File: config.mk
export PLATFORM = sky130hd
export DESIGN_NAME = lpc_target_resp
export DESIGN_NICKNAME = d
export VERILOG_FILES = /design/src/rtl/lpc_tgt_pkg.sv /design/src/rtl/lpc_win_match.sv /design/src/rtl/lpc_req_port.sv /design/src/rtl/lpc_lad_drive.sv /design/src/rtl/lpc_target_resp.sv
export SDC_FILE = /design/constraint.sdc
export NUM_CORES = 1
export LEC_CHECK = 0
export BUFFER_PORTS_ARGS = -buffer_cell sky130_fd_sc_hd__buf_2
export CAP_MARGIN = 5
export CORE_MARGIN = 1.5
export CORE_UTILIZATION = 50
export CTS_CLUSTER_SIZE = 10
export DETAILED_ROUTE_END_ITERATION = 7
export PLACE_DENSITY_LB_ADDON = 0.1
export SLEW_MARGIN = 20
export SYNTH_ARGS = -nofsm -noshare
export SYNTH_HDL_FRONTEND = slang
export SYNTH_SLANG_ARGS = --single-unit
File: constraint.sdc
create_clock -name clk -period 3.8 [get_ports clk]
set_input_delay 0.76 -clock clk [delete_from_list [all_inputs] [get_ports clk]]
set_output_delay 0.76 -clock clk [all_outputs]
set_load 0.05 [all_outputs]
File: src/rtl/lpc_tgt_pkg.sv
package lpc_tgt_pkg;

    localparam int LPC_DW = 8;

    localparam logic [3:0] NIB_START  = 4'b0000;
    localparam logic [3:0] NIB_ONES   = 4'b1111;
    localparam logic [3:0] SYNC_READY = 4'b0000;
    localparam logic [3:0] SYNC_LWAIT = 4'b0110;
    localparam logic [3:0] SYNC_ERROR = 4'b1010;

    typedef enum logic [2:0] {
        ST_IDLE,
        ST_TYPE,
        ST_ADDR,
        ST_WDAT,
        ST_TAR_IN,
        ST_SYNC,
        ST_RDAT,
        ST_TAR_OUT
    } lpc_st_e;

endpackage

File: src/rtl/lpc_win_match.sv
module lpc_win_match #(
    parameter int AW = 16
) (
    input  logic [AW-1:0] addr,
    input  logic [AW-1:0] lo,
    input  logic [AW-1:0] hi,
    output logic          hit
);
    logic ge_lo;
    logic le_hi;

    always_comb begin
        ge_lo = (addr >= lo);
        le_hi = (addr <= hi);
        hit   = ge_lo && le_hi;
    end
endmodule

File: src/rtl/lpc_req_port.sv
module lpc_req_port
    import lpc_tgt_pkg::*;
#(
    parameter int AW = 32
) (
    input  logic              clk,
    input  logic              rst_n,
    input  logic              abort,
    input  logic              iss,
    input  logic              iss_write,
    input  logic              iss_mem,
    input  logic [AW-1:0]     iss_addr,
    input  logic [LPC_DW-1:0] iss_wdata,
    input  logic              req_ready,
    input  logic [LPC_DW-1:0] rsp_rdata,
    input  logic              rsp_err,
    output logic              req_valid,
    output logic              req_write,
    output logic              req_mem,
    output logic [AW-1:0]     req_addr,
    output logic [LPC_DW-1:0] req_wdata,
    output logic              done,
    output logic              err,
    output logic [LPC_DW-1:0] rdata
);
    typedef struct packed {
        logic              valid;
        logic              write;
        logic              mem;
        logic [AW-1:0]     addr;
        logic [LPC_DW-1:0] wdata;
        logic              done;
        logic              err;
        logic [LPC_DW-1:0] rdata;
    } port_t;

    port_t p_q, p_d;

    always_comb begin
        p_d = p_q;
        if (abort) begin
            p_d.valid = 1'b0;
            p_d.done  = 1'b0;
        end else if (iss) begin
            p_d.valid = 1'b1;
            p_d.write = iss_write;
            p_d.mem   = iss_mem;
            p_d.addr  = iss_addr;
            p_d.wdata = iss_wdata;
            p_d.done  = 1'b0;
            p_d.err   = 1'b0;
        end else if (p_q.valid && req_ready) begin
            p_d.valid = 1'b0;
            p_d.done  = 1'b1;
            p_d.err   = rsp_err;
            p_d.rdata = rsp_rdata;
        end
    end

    always_ff @(posedge clk or negedge rst_n) begin
        if (!rst_n) begin
            p_q <= '0;
        end else begin
            p_q <= p_d;
        end
    end

    assign req_valid = p_q.valid;
    assign req_write = p_q.write;
    assign req_mem   = p_q.mem;
    assign req_addr  = p_q.addr;
    assign req_wdata = p_q.wdata;
    assign done      = p_q.done;
    assign err       = p_q.err;
    assign rdata     = p_q.rdata;
endmodule

File: src/rtl/lpc_lad_drive.sv
module lpc_lad_drive
    import lpc_tgt_pkg::*;
(
    input  lpc_st_e           st,
    input  logic              second,
    input  logic              done,
    input  logic              err,
    input  logic [LPC_DW-1:0] rdata,
    input  logic              frame_n,
    output logic [3:0]        lad_o,
    output logic              lad_oe
);
    logic       drive;
    logic [3:0] nib;

    always_comb begin
        drive = 1'b0;
        nib   = 4'b0000;
        unique case (st)
            ST_SYNC: begin
                drive = 1'b1;
                if (!done) begin
                    nib = SYNC_LWAIT;
                end else if (err) begin
                    nib = SYNC_ERROR;
                end else begin
                    nib = SYNC_READY;
                end
            end
            ST_RDAT: begin
                drive = 1'b1;
                nib   = second ? rdata[7:4] : rdata[3:0];
            end
            ST_TAR_OUT: begin
                // first clock pulls high, second clock releases
                drive = !second;
                nib   = second ? 4'b0000 : NIB_ONES;
            end
            default: begin
                drive = 1'b0;
                nib   = 4'b0000;
            end
        endcase
    end

    // a low frame strobe takes the bus back in the same clock
    assign lad_oe = drive && frame_n;
    assign lad_o  = lad_oe ? nib : 4'b0000;
endmodule

File: src/rtl/lpc_target_resp.sv
module lpc_target_resp
    import lpc_tgt_pkg::*;
#(
    parameter int IO_AW  = 16,
    parameter int MEM_AW = 32
) (
    input  logic              clk,
    input  logic              rst_n,
    input  logic              frame_n,
    input  logic [3:0]        lad_i,
    output logic [3:0]        lad_o,
    output logic              lad_oe,
    input  logic [IO_AW-1:0]  io_lo,
    input  logic [IO_AW-1:0]  io_hi,
    input  logic [MEM_AW-1:0] mem_lo,
    input  logic [MEM_AW-1:0] mem_hi,
    output logic              req_valid,
    output logic              req_write,
    output logic              req_mem,
    output logic [MEM_AW-1:0] req_addr,
    output logic [7:0]        req_wdata,
    input  logic              req_ready,
    input  logic [7:0]        rsp_rdata,
    input  logic              rsp_err
);
    localparam int NIB_IO  = IO_AW / 4;
    localparam int NIB_MEM = MEM_AW / 4;
    localparam int CW      = (NIB_MEM > 2) ? $clog2(NIB_MEM) : 1;

    typedef struct packed {
        lpc_st_e           st;
        logic [CW-1:0]     cnt;
        logic              is_mem;
        logic              is_wr;
        logic [MEM_AW-1:0] addr;
        logic [3:0]        wlo;
    } ctl_t;

    ctl_t r_q, r_d;

    logic [MEM_AW-1:0] addr_sh;
    logic [CW-1:0]     last_nib;
    logic              io_hit;
    logic              mem_hit;
    logic              win_hit;
    logic              iss;
    logic [MEM_AW-1:0] iss_addr;
    logic [7:0]        iss_wdata;
    logic              p_done;
    logic              p_err;
    logic [7:0]        p_rdata;

    // address shifts in most significant nibble first
    assign addr_sh  = {r_q.addr[MEM_AW-5:0], lad_i};
    assign last_nib = r_q.is_mem ? CW'(NIB_MEM - 1) : CW'(NIB_IO - 1);
    assign win_hit  = r_q.is_mem ? mem_hit : io_hit;

    lpc_win_match #(.AW(IO_AW)) u_io_win (
        .addr (addr_sh[IO_AW-1:0]),
        .lo   (io_lo),
        .hi   (io_hi),
        .hit  (io_hit)
    );

    lpc_win_match #(.AW(MEM_AW)) u_mem_win (
        .addr (addr_sh),
        .lo   (mem_lo),
        .hi   (mem_hi),
        .hit  (mem_hit)
    );

    always_comb begin
        r_d       = r_q;
        iss       = 1'b0;
        iss_addr  = r_q.addr;
        iss_wdata = {lad_i, r_q.wlo};

        unique case (r_q.st)
            ST_IDLE: begin
                r_d.st = ST_IDLE;
            end
            ST_TYPE: begin
                r_d.cnt  = '0;
                r_d.addr = '0;
                if (!lad_i[3]) begin
                    r_d.is_mem = lad_i[2];
                    r_d.is_wr  = lad_i[1];
                    r_d.st     = ST_ADDR;
                end else begin
                    r_d.st = ST_IDLE;
                end
            end
            ST_ADDR: begin
                r_d.addr = addr_sh;
                r_d.cnt  = r_q.cnt + CW'(1);
                if (r_q.cnt == last_nib) begin
                    r_d.cnt = '0;
                    if (!win_hit) begin
                        r_d.st = ST_IDLE;
                    end else if (r_q.is_wr) begin
                        r_d.st = ST_WDAT;
                    end else begin
                        r_d.st   = ST_TAR_IN;
                        iss      = 1'b1;
                        iss_addr = addr_sh;
                    end
                end
            end
            ST_WDAT: begin
                if (r_q.cnt == '0) begin
                    r_d.wlo = lad_i;
                    r_d.cnt = CW'(1);
                end else begin
                    r_d.cnt = '0;
                    r_d.st  = ST_TAR_IN;
                    iss     = 1'b1;
                end
            end
            ST_TAR_IN: begin
                if (r_q.cnt == '0) begin
                    r_d.cnt = CW'(1);
                end else begin
                    r_d.cnt = '0;
                    r_d.st  = ST_SYNC;
                end
            end
            ST_SYNC: begin
                if (p_done) begin
                    r_d.cnt = '0;
                    r_d.st  = r_q.is_wr ? ST_TAR_OUT : ST_RDAT;
                end
            end
            ST_RDAT: begin
                if (r_q.cnt == '0) begin
                    r_d.cnt = CW'(1);
                end else begin
                    r_d.cnt = '0;
                    r_d.st  = ST_TAR_OUT;
                end
            end
            ST_TAR_OUT: begin
                if (r_q.cnt == '0) begin
                    r_d.cnt = CW'(1);
                end else begin
                    r_d.cnt = '0;
                    r_d.st  = ST_IDLE;
                end
            end
            default: begin
                r_d.st = ST_IDLE;
            end
        endcase

        // frame strobe low: drop everything, maybe restart
        if (!frame_n) begin
            r_d.cnt = '0;
            r_d.st  = (lad_i == NIB_START) ? ST_TYPE : ST_IDLE;
        end
    end

    always_ff @(posedge clk or negedge rst_n) begin
        if (!rst_n) begin
            r_q    <= '0;
            r_q.st <= ST_IDLE;
        end else begin
            r_q <= r_d;
        end
    end

    lpc_req_port #(.AW(MEM_AW)) u_port (
        .clk       (clk),
        .rst_n     (rst_n),
        .abort     (!frame_n),
        .iss       (iss),
        .iss_write (r_q.is_wr),
        .iss_mem   (r_q.is_mem),
        .iss_addr  (iss_addr),
        .iss_wdata (iss_wdata),
        .req_ready (req_ready),
        .rsp_rdata (rsp_rdata),
        .rsp_err   (rsp_err),
        .req_valid (req_valid),
        .req_write (req_write),
        .req_mem   (req_mem),
        .req_addr  (req_addr),
        .req_wdata (req_wdata),
        .done      (p_done),
        .err       (p_err),
        .rdata     (p_rdata)
    );

    lpc_lad_drive u_drive (
        .st      (r_q.st),
        .second  (r_q.cnt[0]),
        .done    (p_done),
        .err     (p_err),
        .rdata   (p_rdata),
        .frame_n (frame_n),
        .lad_o   (lad_o),
        .lad_oe  (lad_oe)
    );
endmodule

==> results of run 1 <==
-- cell usage in the layout (no fill, tap or decap), types with 3 or more instances in the layout --
cell type / netlist / layout
a2111oi_0: 3 / 3
a211o_1: 5 / 5
a211oi_1: 4 / 4
a21o_1: 5 / 5
a21oi_1: 43 / 43
a22o_1: 30 / 30
a2bb2oi_1: 26 / 26
a2bb2oi_2: 6 / 6
a31oi_1: 6 / 6
and2_1: 3 / 3
and4_1: 4 / 4
buf_2: 0 / 159
buf_4: 0 / 22
clkbuf_16: 0 / 9
dfrtp_1: 97 / 97
ha_1: 98 / 98
inv_1: 105 / 105
mux2_2: 17 / 17
mux2_4: 7 / 7
nand2_1: 32 / 32
nand2b_1: 8 / 8
nand3_1: 14 / 14
nand4_1: 15 / 15
nor2_1: 15 / 15
nor2b_1: 6 / 6
nor3_1: 8 / 8
nor4_1: 3 / 3
o211ai_1: 5 / 5
o21a_1: 3 / 3
o21ai_0: 21 / 21
o22ai_1: 33 / 33
-- layer usage --
| layer | track usage | share of wire |
|---|---|---|
| met5 | 0 | 0 |
| met4 | 0.0798 | 0.016 |
| met3 | 0.0381 | 0.049 |
| met2 | 0.440 | 0.48 |
| met1 | 0.351 | 0.46 |
-- worst paths after layout --
| kind | from | cells past startpoint | to |
|---|---|---|---|
| worst max-delay path | mem_lo[19] | 13 | u_port.rdata[6] |
| worst min-delay path | rst_n | 1 | iss_wdata[3] |
| worst max register to register | addr_sh[19] | 11 | u_port.rdata[6] |
| worst min register to register | iss_wdata[0] | 1 | u_port.req_wdata[0] |
| max in group asynchronous | rst_n | 2 | u_port.req_addr[10] |
| min in group clk | iss_wdata[0] | 1 | u_port.req_wdata[0] |
-- cells by family (layout without fill, tap and decap cells) --
logic type / Yosys count / count (layout) / share of synthesized area
xor gates and xnor gates: 2 / 2 / 0.00262
buffers and inverters: 136 / 303 / 0.0833
adders and majority gates: 98 / 98 / 0.183
AOI/OAI and AO/OA: 207 / 207 / 0.225
and+or+nand+nor: 119 / 119 / 0.0967
DFF: 97 / 97 / 0.363
muxes: 25 / 25 / 0.0458
-- flip-flops by register name, indices dropped and copies added, names as in the netlist --
register and count:
addr_sh 28, u_port.req_addr 32, u_port.req_wdata 8, u_port.err 1, u_port.req_write 1, u_port.done 1, u_port.req_mem 1, iss_wdata 4
u_port.req_valid 1, u_port.rdata 8, r_q 12
-- worst register-to-register path, cell delays in order, from the launching register on --
cell       delay, ns
dfrtp_1         0.47
ha_1            0.35
a21oi_1         0.13
o21ai_0         0.10
a221o_1         0.39
a2111oi_0       0.66
buf_4           0.23
a221o_1         0.18
a21oi_1         0.14
nor3_2          0.13
buf_4           0.20
mux2_2          0.35
-- cells in the mapped netlist, types with 5 or more instances --
library cell,count
nor2_1,15
a2bb2oi_1,26
a22o_1,30
mux2_4,7
a21o_1,5
ha_1,98
o211ai_1,5
dfrtp_1,97
a31oi_1,6
nand3_1,14
clkbuf_1,23
a21oi_1,43
o21ai_0,21
mux2_2,17
nor3_1,8
a211o_1,5
nand4_1,15
nand2b_1,8
nor2b_1,6
inv_1,105
nand2_1,32
a2bb2oi_2,6
o22ai_1,33
-- power by group through the flow --
stage	Combinational (mW)	Sequential (mW)	Clock [mW]
global placement	0.369	1.12	0
floorplan	0.156	1.17	0
global route	0.426	1.11	0.940
finish	0.383	1.10	0.881
detailed placement	0.382	1.12	0
CTS	0.385	1.10	0.896
-- layout make-up --
type	instances	area [um^2]
Sequential cell	97	2430
Clock buffer	9	225
Fill cell	1177	5120
Timing Repair Buffer	182	981
Clock inverter	7	61.3
Multi-Input combinational cell	451	3700
Inverter	105	394
Tap cell	176	220
==> run_results.csv, run 1 <==
group,metric,value,unit
outcome,status,"complete, no violations",
sta,postLayoutSetupSlackWorst,0.317,ns
synth,synthesis.area,0.00669,mm^2
floorplanning,pin_count,161,
synth,synthCells,684,
sta,rsz0062_at_grt,"false",
synth,yosys-top-cells-area,"dfrtp_1 (36%), ha_1 (18%), inv_1 (5.9%)",
synth,postSynthAreaPerCell,9.78,um^2
place,port_buffers,160,
flow_run,cap_violations,0,
sta,finalSetupTns,0,ns
route,finalWirelength,17900,um
synth,synth_cell_type_count,56,
sta,finalSetupViolations,0,
route,dr.pass1.iters,5,
power,clockPowerShare,0.373,
sta,whs,0.390,ns
synth,async_flop_share,1.00,
worst_setup_path,worstPathCellList,"buf_2, inv_1, ha_1, a21oi_1, o21ai_0, a221o_1, a2111oi_0, buf_4, a221o_1, a21oi_1, nor3_2, buf_4, mux2_2",
clock_network,cts_buffer_depth,2,
synth,synth_top_area_share,0.363,
sta,relSlewSlack,0.503,
power,p_sw_frac,0.294,
worst_setup_path,critical_path.startpoint_type,"input pin",
synth,ys_seq_area_frac,0.363,
power,power_density,295,mW/mm^2
global_routing,overflow,0,
worst_setup_path,cpPeakStageDelay,0.66,ns
layout,drive_gt1_frac,0.275,
worst_setup_path,cp_slowest_cell,"a2111oi_0",
place,dpl.cell_count,1009,
floorplanning,die_y,119,um
global_routing,track_usage,0.262,
global_routing,grt_pass1_vias,5902,
worst_setup_path,reg2reg_slack,0.34,ns
worst_setup_path,critPathMaxFanout,9,
worst_setup_path,cp.required,4.03,ns
power,pwr-share-seq,0.466,
route,drc_errors,0,
clock_network,cts_resized,0,
route,viasPerCell,5.67,
power,vdd_drop_max,0.000194,V
clock_network,cts_tree,"yes",
clock_network,cts-hold-fix-buffers,0,
worst_setup_path,cp_top_family,"compound AO/OA/AOI/OAI gates",
layout,fin_nets,1057,
sta,tightest_slew,0.739,ns
power,power.total,2.37,mW
place,pre_cts_slack,-0.0735,ns
power,p_comb_frac,0.162,
sta,report.final.slew_viol_count,0,
clock_network,post-cts-setup-buffer-count,0,
floorplanning,placementRows,42,
route,drt_first_iter_violations,275,
clock_network,htree_num_levels,3,
power,p_leak,4.48,nW
clock_network,insertion_delay,0.35,ns
worst_setup_path,crit_type,"in -> reg",
floorplanning,die_area,0.0141,mm^2
global_routing,grt_max_degree,44,
global_routing,grt_pass1_wl,29400,um
worst_hold_path,hold_path.class,"in -> async",
sta,period_needed,3.48,ns
sta,hold_violations,0,
clock_network,clk_pin_slew_worst_paths,0.07,ns
worst_setup_path,crit_arrival,3.72,ns
route,ant_nets,0,
layout,postLayoutCellArea,0.00801,mm^2
worst_setup_path,path_buf_inv,4,
sta,min_period_over_period,0.916,
place,gp_congestion,0.883,
sta,fmax,287,MHz
sta,skew,0.0110,ns
synth,synth_edf_count,0,
clock_network,root_buffer,"clkbuf_16",
synth,synth_fp_nets,895,
place,dpl_cell_area,0.00770,mm^2
floorplanning,die_w,119,um
clock_network,cts_made_buffers,9,
worst_setup_path,endpoint_kind,"flip-flop",
route,vias,5827,
place,place_hpwl,13600,um
synth,ys.flop_type,"dfrtp_1",
route,routedWlPerCell,17.4,um
floorplanning,core_area,0.0131,mm^2
layout,post-route-util,0.610,
layout,syn_to_final_growth,19.8,%
synth,yosys_warnings,0,
layout,post_layout_nonfiller_instances,1027,
power,switchingPower,0.696,mW
layout,num_antenna_cells,0,
floorplanning,start_util,0.509,
clock_network,cts.sinks,97,
global_routing,antenna_found_initial,0,
synth,ys_seq_elements,97,
power,p_int,1.67,mW
synth,yosysTopAreaCell,"dfrtp_1",
Power figures use the tool's default switching activity.
==> run 2, diff against run 1 <==
Settings changed: HOLD_SLACK_MARGIN from default to 0.06, SYNTH_HIERARCHICAL from default to 1.
==> run_results.csv, run 2 <==
group,metric,value,unit
clock_network,root_buffer,"clkbuf_16",
layout,largest_reg_flops,32,
synth,postSynthAreaPerCell,10.8,um^2
synth,yosysMostFrequentCell,"inv_1",
power,power_density,278,mW/mm^2
place,pre_cts_slack,-0.199,ns
worst_setup_path,path_buf_inv,2,
power,switchingPower,0.583,mW
worst_setup_path,cpPeakStageDelay,0.38,ns
global_routing,grt_max_degree,52,
synth,ys_seq_elements,97,
route,route.met3.wl,921,um
power,p_comb_frac,0.128,
worst_setup_path,cp_slowest_cell,"a311oi_2",
synth,ys_seq_area_frac,0.336,
worst_setup_path,reg2reg_slack,0.24,ns
outcome,status,"complete, no violations",
sta,fmax,274,MHz
global_routing,track_usage,0.244,
global_routing,antenna_found_initial,0,
sta,tightest_slew,0.687,ns
sta,min_period_over_period,0.959,
synth,yosys_warnings,6,
floorplanning,placementRows,43,
route,wl_met2,8460,um
synth,synthesis.area,0.00722,mm^2
synth,yosysTopAreaCell,"dfrtp_1",
global_routing,grt_pass1_wl,28800,um
sta,skew,0.00384,ns
clock_network,cts_resized,0,
power,pwr-share-seq,0.450,
place,gp_congestion,0.841,
synth,synth_edf_count,0,
worst_setup_path,timing.rr.start,"addr_sh[11]",
layout,syn_to_final_growth,19.7,%
sta,hold_violations,0,
floorplanning,die_w,123,um
flow_run,cap_violations,0,
worst_setup_path,cp.required,4.03,ns
worst_setup_path,timing.rr.end,"u_port/rdata[5]",
synth,ys.flop_type,"dfrtp_1",
synth,synth_fp_nets,880,
global_routing,overflow,0,
clock_network,cts.sinks,97,
sta,period_needed,3.64,ns
layout,final_cell_mix,"buf_2 (159), inv_1 (105), ha_1 (98)",
clock_network,cts_tree,"yes",
worst_setup_path,worstPathCellList,"buf_2, ha_1, a21oi_1, o21ai_0, a221oi_1, o21ai_0, a311oi_2, mux2_4, nand4b_4, o21ai_2, nor2b_4, buf_12, mux2_4",
clock_network,htree_num_levels,3,
power,p_leak,4.92,nW
route,ant_nets,0,
worst_hold_path,hold_path.class,"in -> async",
worst_setup_path,crit_arrival,3.88,ns
clock_network,insertion_delay,0.35,ns
power,vdd_drop_max,0.000265,V
layout,fill_cells,1173,
clock_network,clk_pin_slew_worst_paths,0.06,ns
worst_setup_path,cp_top_family,"compound AO/OA/AOI/OAI gates",
worst_setup_path,reg2regPathDepth,13,
sta,postLayoutSetupSlackWorst,0.157,ns
place,dpl.cell_count,1010,
synth,yosys-top-cells-area,"dfrtp_1 (34%), ha_1 (17%), mux2_4 (16%)",
floorplanning,pin_count,161,
layout,post_layout_nonfiller_instances,1025,
power,power.total,2.40,mW
clock_network,post-cts-setup-buffer-count,0,
route,routedWlPerCell,17.0,um
clock_network,cts_made_buffers,9,
power,p_int,1.82,mW
clock_network,cts_buffer_depth,2,
layout,drive_gt1_frac,0.361,
synth,synth_top_area_share,0.336,
route,routed.top_layer,"met4",
worst_setup_path,endpoint_kind,"flip-flop",
sta,rsz0062_at_grt,"false",
sta,report.final.slew_viol_count,0,
synth,synthCells,669,
worst_setup_path,crit_type,"in -> reg",
floorplanning,start_util,0.516,
layout,num_antenna_cells,0,
synth,ys_top_cells_by_count,"inv_1 (105), ha_1 (98), dfrtp_1 (97)",
route,finalWirelength,17400,um
worst_setup_path,critical_path.startpoint_type,"input pin",
sta,relSlewSlack,0.540,
route,drc_errors,0,
route,viasPerCell,5.52,
global_routing,grt_pass1_vias,5877,
route,vias,5659,
worst_setup_path,critPathMaxFanout,17,
clock_network,cts-hold-fix-buffers,0,
power,p_sw_frac,0.243,
layout,layout_commonest_cell,"buf_2",
route,dr.pass1.iters,4,
sta,finalSetupViolations,0,
floorplanning,core_area,0.0140,mm^2
layout,fin_nets,1052,
place,place_hpwl,13100,um
route,drt_first_iter_violations,256,
power,clockPowerShare,0.422,
floorplanning,die_area,0.0152,mm^2
place,port_buffers,160,
route,wl_met1,7680,um
synth,async_flop_share,1.00,
layout,post-route-util,0.618,
floorplanning,die_y,123,um
synth,synth_cell_type_count,70,
run 2: layout make-up:
| cell class | count | area [um^2] | share of cell area |
|---|---|---|---|
| repair buffers | 183 | 1040 | 0.120 |
| inverters | 105 | 394 | 0.0456 |
| well taps | 180 | 225 | 0.0261 |
| multi-input cells | 445 | 4230 | 0.489 |
| clock inverters | 2 | 60.1 | 0.00695 |
| clock buffers | 13 | 270 | 0.0313 |
| flip-flops and latches | 97 | 2430 | 0.281 |
run 2: kinds of logic (layout without fill, tap and decap cells):
family	Yosys count	count (layout)	share of synthesized area
adder cells (fa/ha/maj)	98	98	0.170
XOR/XNOR	3	3	0.00364
AND/OR/NAND/NOR	121	121	0.100
multiplexers	90	90	0.180
buffers and inverters	127	303	0.0825
AO/OA/AOI/OAI	133	133	0.128
flip-flops	97	97	0.336
run 2: power by group through the flow:
stage	clock network, mW	logic [mW]	registers (mW)
after floorplan	0	0.160	1.10
after global placement	0	0.290	1.10
after detailed placement	0	0.306	1.10
after CTS	1.03	0.308	1.08
after global routing	1.08	0.349	1.08
final	1.01	0.307	1.08
run 2: worst max-delay path by stage:
stage,start,to,cells past startpoint
after global placement,mem_hi[26],u_port/req_addr[17],14
after detailed placement,lad_i[1],u_port/req_wdata[4],13
after floorplan,mem_hi[23],u_port/req_addr[0],15
after CTS,addr_sh[27],u_port/rdata[5],14
after global routing,addr_sh[11],u_port/rdata[6],13
final,lad_i[1],u_port/req_wdata[3],13
run 2: per-layer routing:
metal  global-route usage  up-vias
met2                0.417      161
met1                0.311     2735
met5                    0        -
li1                     -     2736
met3               0.0503       27
met4               0.0747        0
run 2: stage by stage:
| stage | area (um^2) | setup TNS, ns | hold WS, ns |
|---|---|---|---|
| after global routing | 8640 | 0 | 0.483 |
| after CTS | 8630 | 0 | 0.454 |
| after detailed placement | 8300 | -8.54 | 0.485 |
| after global placement | 8300 | -3.77 | 0.480 |
| after floorplan | 7220 | 0 | 0.460 |
| final | 8640 | 0 | 0.436 |
==> run 3, diff against run 2 <==
Settings changed: REMOVE_ABC_BUFFERS from default to 1.
==> run_results.csv, run 3 (same netlist as run 2, synthesis figures left out) <==
group,metric,value,unit
clock_network,cts_tree,"yes",
layout,post_layout_nonfiller_instances,1039,
layout,drive_gt1_frac,0.378,
worst_setup_path,cp_slowest_cell,"dfrtp_2",
layout,layout_commonest_cell,"buf_2",
clock_network,cts_buffer_depth,2,
route,vias,5727,
clock_network,cts-hold-fix-buffers,0,
sta,finalSetupTns,0,ns
place,port_buffers,160,
power,power_density,265,mW/mm^2
worst_setup_path,crit_type,"reg -> reg",
global_routing,antenna_found_initial,0,
global_routing,grt_pass1_wl,28500,um
layout,syn_to_final_growth,21.0,%
sta,hold_violations,0,
layout,num_antenna_cells,0,
route,viasPerCell,5.51,
route,drt_first_iter_violations,235,
clock_network,insertion_delay,0.34,ns
place,dpl_cell_area,0.00836,mm^2
sta,fmax,279,MHz
place,place_hpwl,13300,um
worst_setup_path,crit_arrival,3.81,ns
worst_setup_path,cpPeakStageDelay,0.50,ns
worst_setup_path,timing.rr.end,"u_port/rdata[4]",
global_routing,grt_pass1_vias,5884,
floorplanning,core_area,0.0140,mm^2
route,drc_errors,0,
route,routedWlPerCell,17.0,um
sta,tightest_slew,0.808,ns
worst_setup_path,reg2regPathDepth,14,
worst_setup_path,endpoint_kind,"flip-flop",
global_routing,track_usage,0.241,
power,p_leak,4.97,nW
sta,finalSetupViolations,0,
worst_setup_path,worstPathCellList,"ha_1, a21oi_1, a211oi_2, a2111oi_2, buf_4, o21ai_0, a21oi_1, a311oi_2, mux2_4, nand4b_4, o21ai_2, nor4bb_4, buf_4, mux2_4",
layout,postLayoutCellArea,0.00874,mm^2
worst_hold_path,hold_path.class,"in -> async",
clock_network,cts.sinks,97,
outcome,status,"complete, no violations",
floorplanning,die_area,0.0152,mm^2
flow_run,cap_violations,0,
power,vdd_drop_max,0.000205,V
sta,skew,0.00671,ns
clock_network,clk_pin_slew_worst_paths,0.07,ns
sta,min_period_over_period,0.944,
place,pre_cts_slack,-0.319,ns
route,ant_nets,0,
floorplanning,die_w,123,um
clock_network,cts_made_buffers,9,
route,finalWirelength,17700,um
global_routing,grt_max_degree,88,
global_routing,overflow,0,
worst_setup_path,cp.required,4.03,ns
worst_setup_path,timing.rr.start,"addr_sh[7]",
place,gp_congestion,0.882,
sta,relSlewSlack,0.461,
worst_setup_path,critical_path.startpoint_type,"flip-flop",
sta,period_needed,3.59,ns
clock_network,htree_num_levels,3,
clock_network,root_buffer,"clkbuf_16",
route,dr.pass1.iters,4,
layout,final_cell_mix,"buf_2 (159), inv_1 (105), ha_1 (98)",
layout,post-route-util,0.625,
place,dpl.cell_count,1019,
floorplanning,start_util,0.516,
layout,largest_reg_flops,32,
sta,report.final.slew_viol_count,0,
worst_setup_path,reg2reg_slack,0.21,ns
floorplanning,die_y,123,um
sta,postLayoutSetupSlackWorst,0.212,ns
floorplanning,placementRows,43,
worst_setup_path,critPathMaxFanout,8,
layout,fin_nets,1065,
floorplanning,pin_count,161,
run 3: changes by cell type in the layout (fill, tap and decap cells not counted), moves of 2 or more:
cell	change
dfrtp_2	+4
dfrtp_1	-4
a211oi_2	+2
clkinv_2	+3
clkbuf_8	-2
a211oi_1	-2
buf_4	+12
run 3: routing by layer:
layer,track usage,up-vias,part of all wire
met5,0,-,0
met4,0.0661,0,0.018
met3,0.0415,24,0.045
met2,0.423,150,0.50
met1,0.307,2788,0.44
li1,-,2765,-
run 3: repair_timing:
action                                  CTS  global route
buffers inserted                          0             3
resized for setup                         0            16
endpoints found under the setup margin    0            51
run 3: metrics by stage:
stage                     hold slack [ns]  power [mW]
after floorplan                     0.461        1.25
after global placement              0.482        1.39
after detailed placement            0.487        1.41
after CTS                           0.507        2.33
after global routing                0.518        2.42
final                               0.479        2.31
run 3: report_power, final:
group | internal (mW) | switching (mW)
logic | 0.144 | 0.170
registers | 1.05 | 0.0309
clock network | 0.528 | 0.390
total | 1.72 | 0.591
run 3: layout make-up:
cell class | count | area [um^2]
timing repair buffer | 196 | 1140
fill | 1207 | 5250
multi-input combinational | 445 | 4250
tap | 180 | 225
clock buffer | 11 | 243
sequential | 97 | 2430
clock inverter | 5 | 53.8
inverter | 105 | 394
run 3: how the worst max path moves through the flow:
stage,from,end,slack (ns),cells after the start
after floorplan,mem_hi[23],u_port/req_addr[17],-1.99,12
after global placement,mem_lo[11],u_port/rdata[5],-0.26,16
after detailed placement,mem_hi[26],u_port/req_wdata[5],-0.32,14
after CTS,addr_sh[25],u_port/req_addr[0],0.01,12
after global routing,addr_sh[7],u_port/rdata[4],-0.02,14
final,addr_sh[7],u_port/rdata[4],0.21,14
run 3: worst max-delay path, delay by kind of cell (launching register included):
kind / cells / cell delay, ns
buffers and inverters: 2 / 0.39
adders and majority gates: 1 / 0.35
muxes: 2 / 0.62
DFF: 1 / 0.50
and+or+nand+nor: 2 / 0.47
AOI/OAI and AO/OA: 7 / 1.15
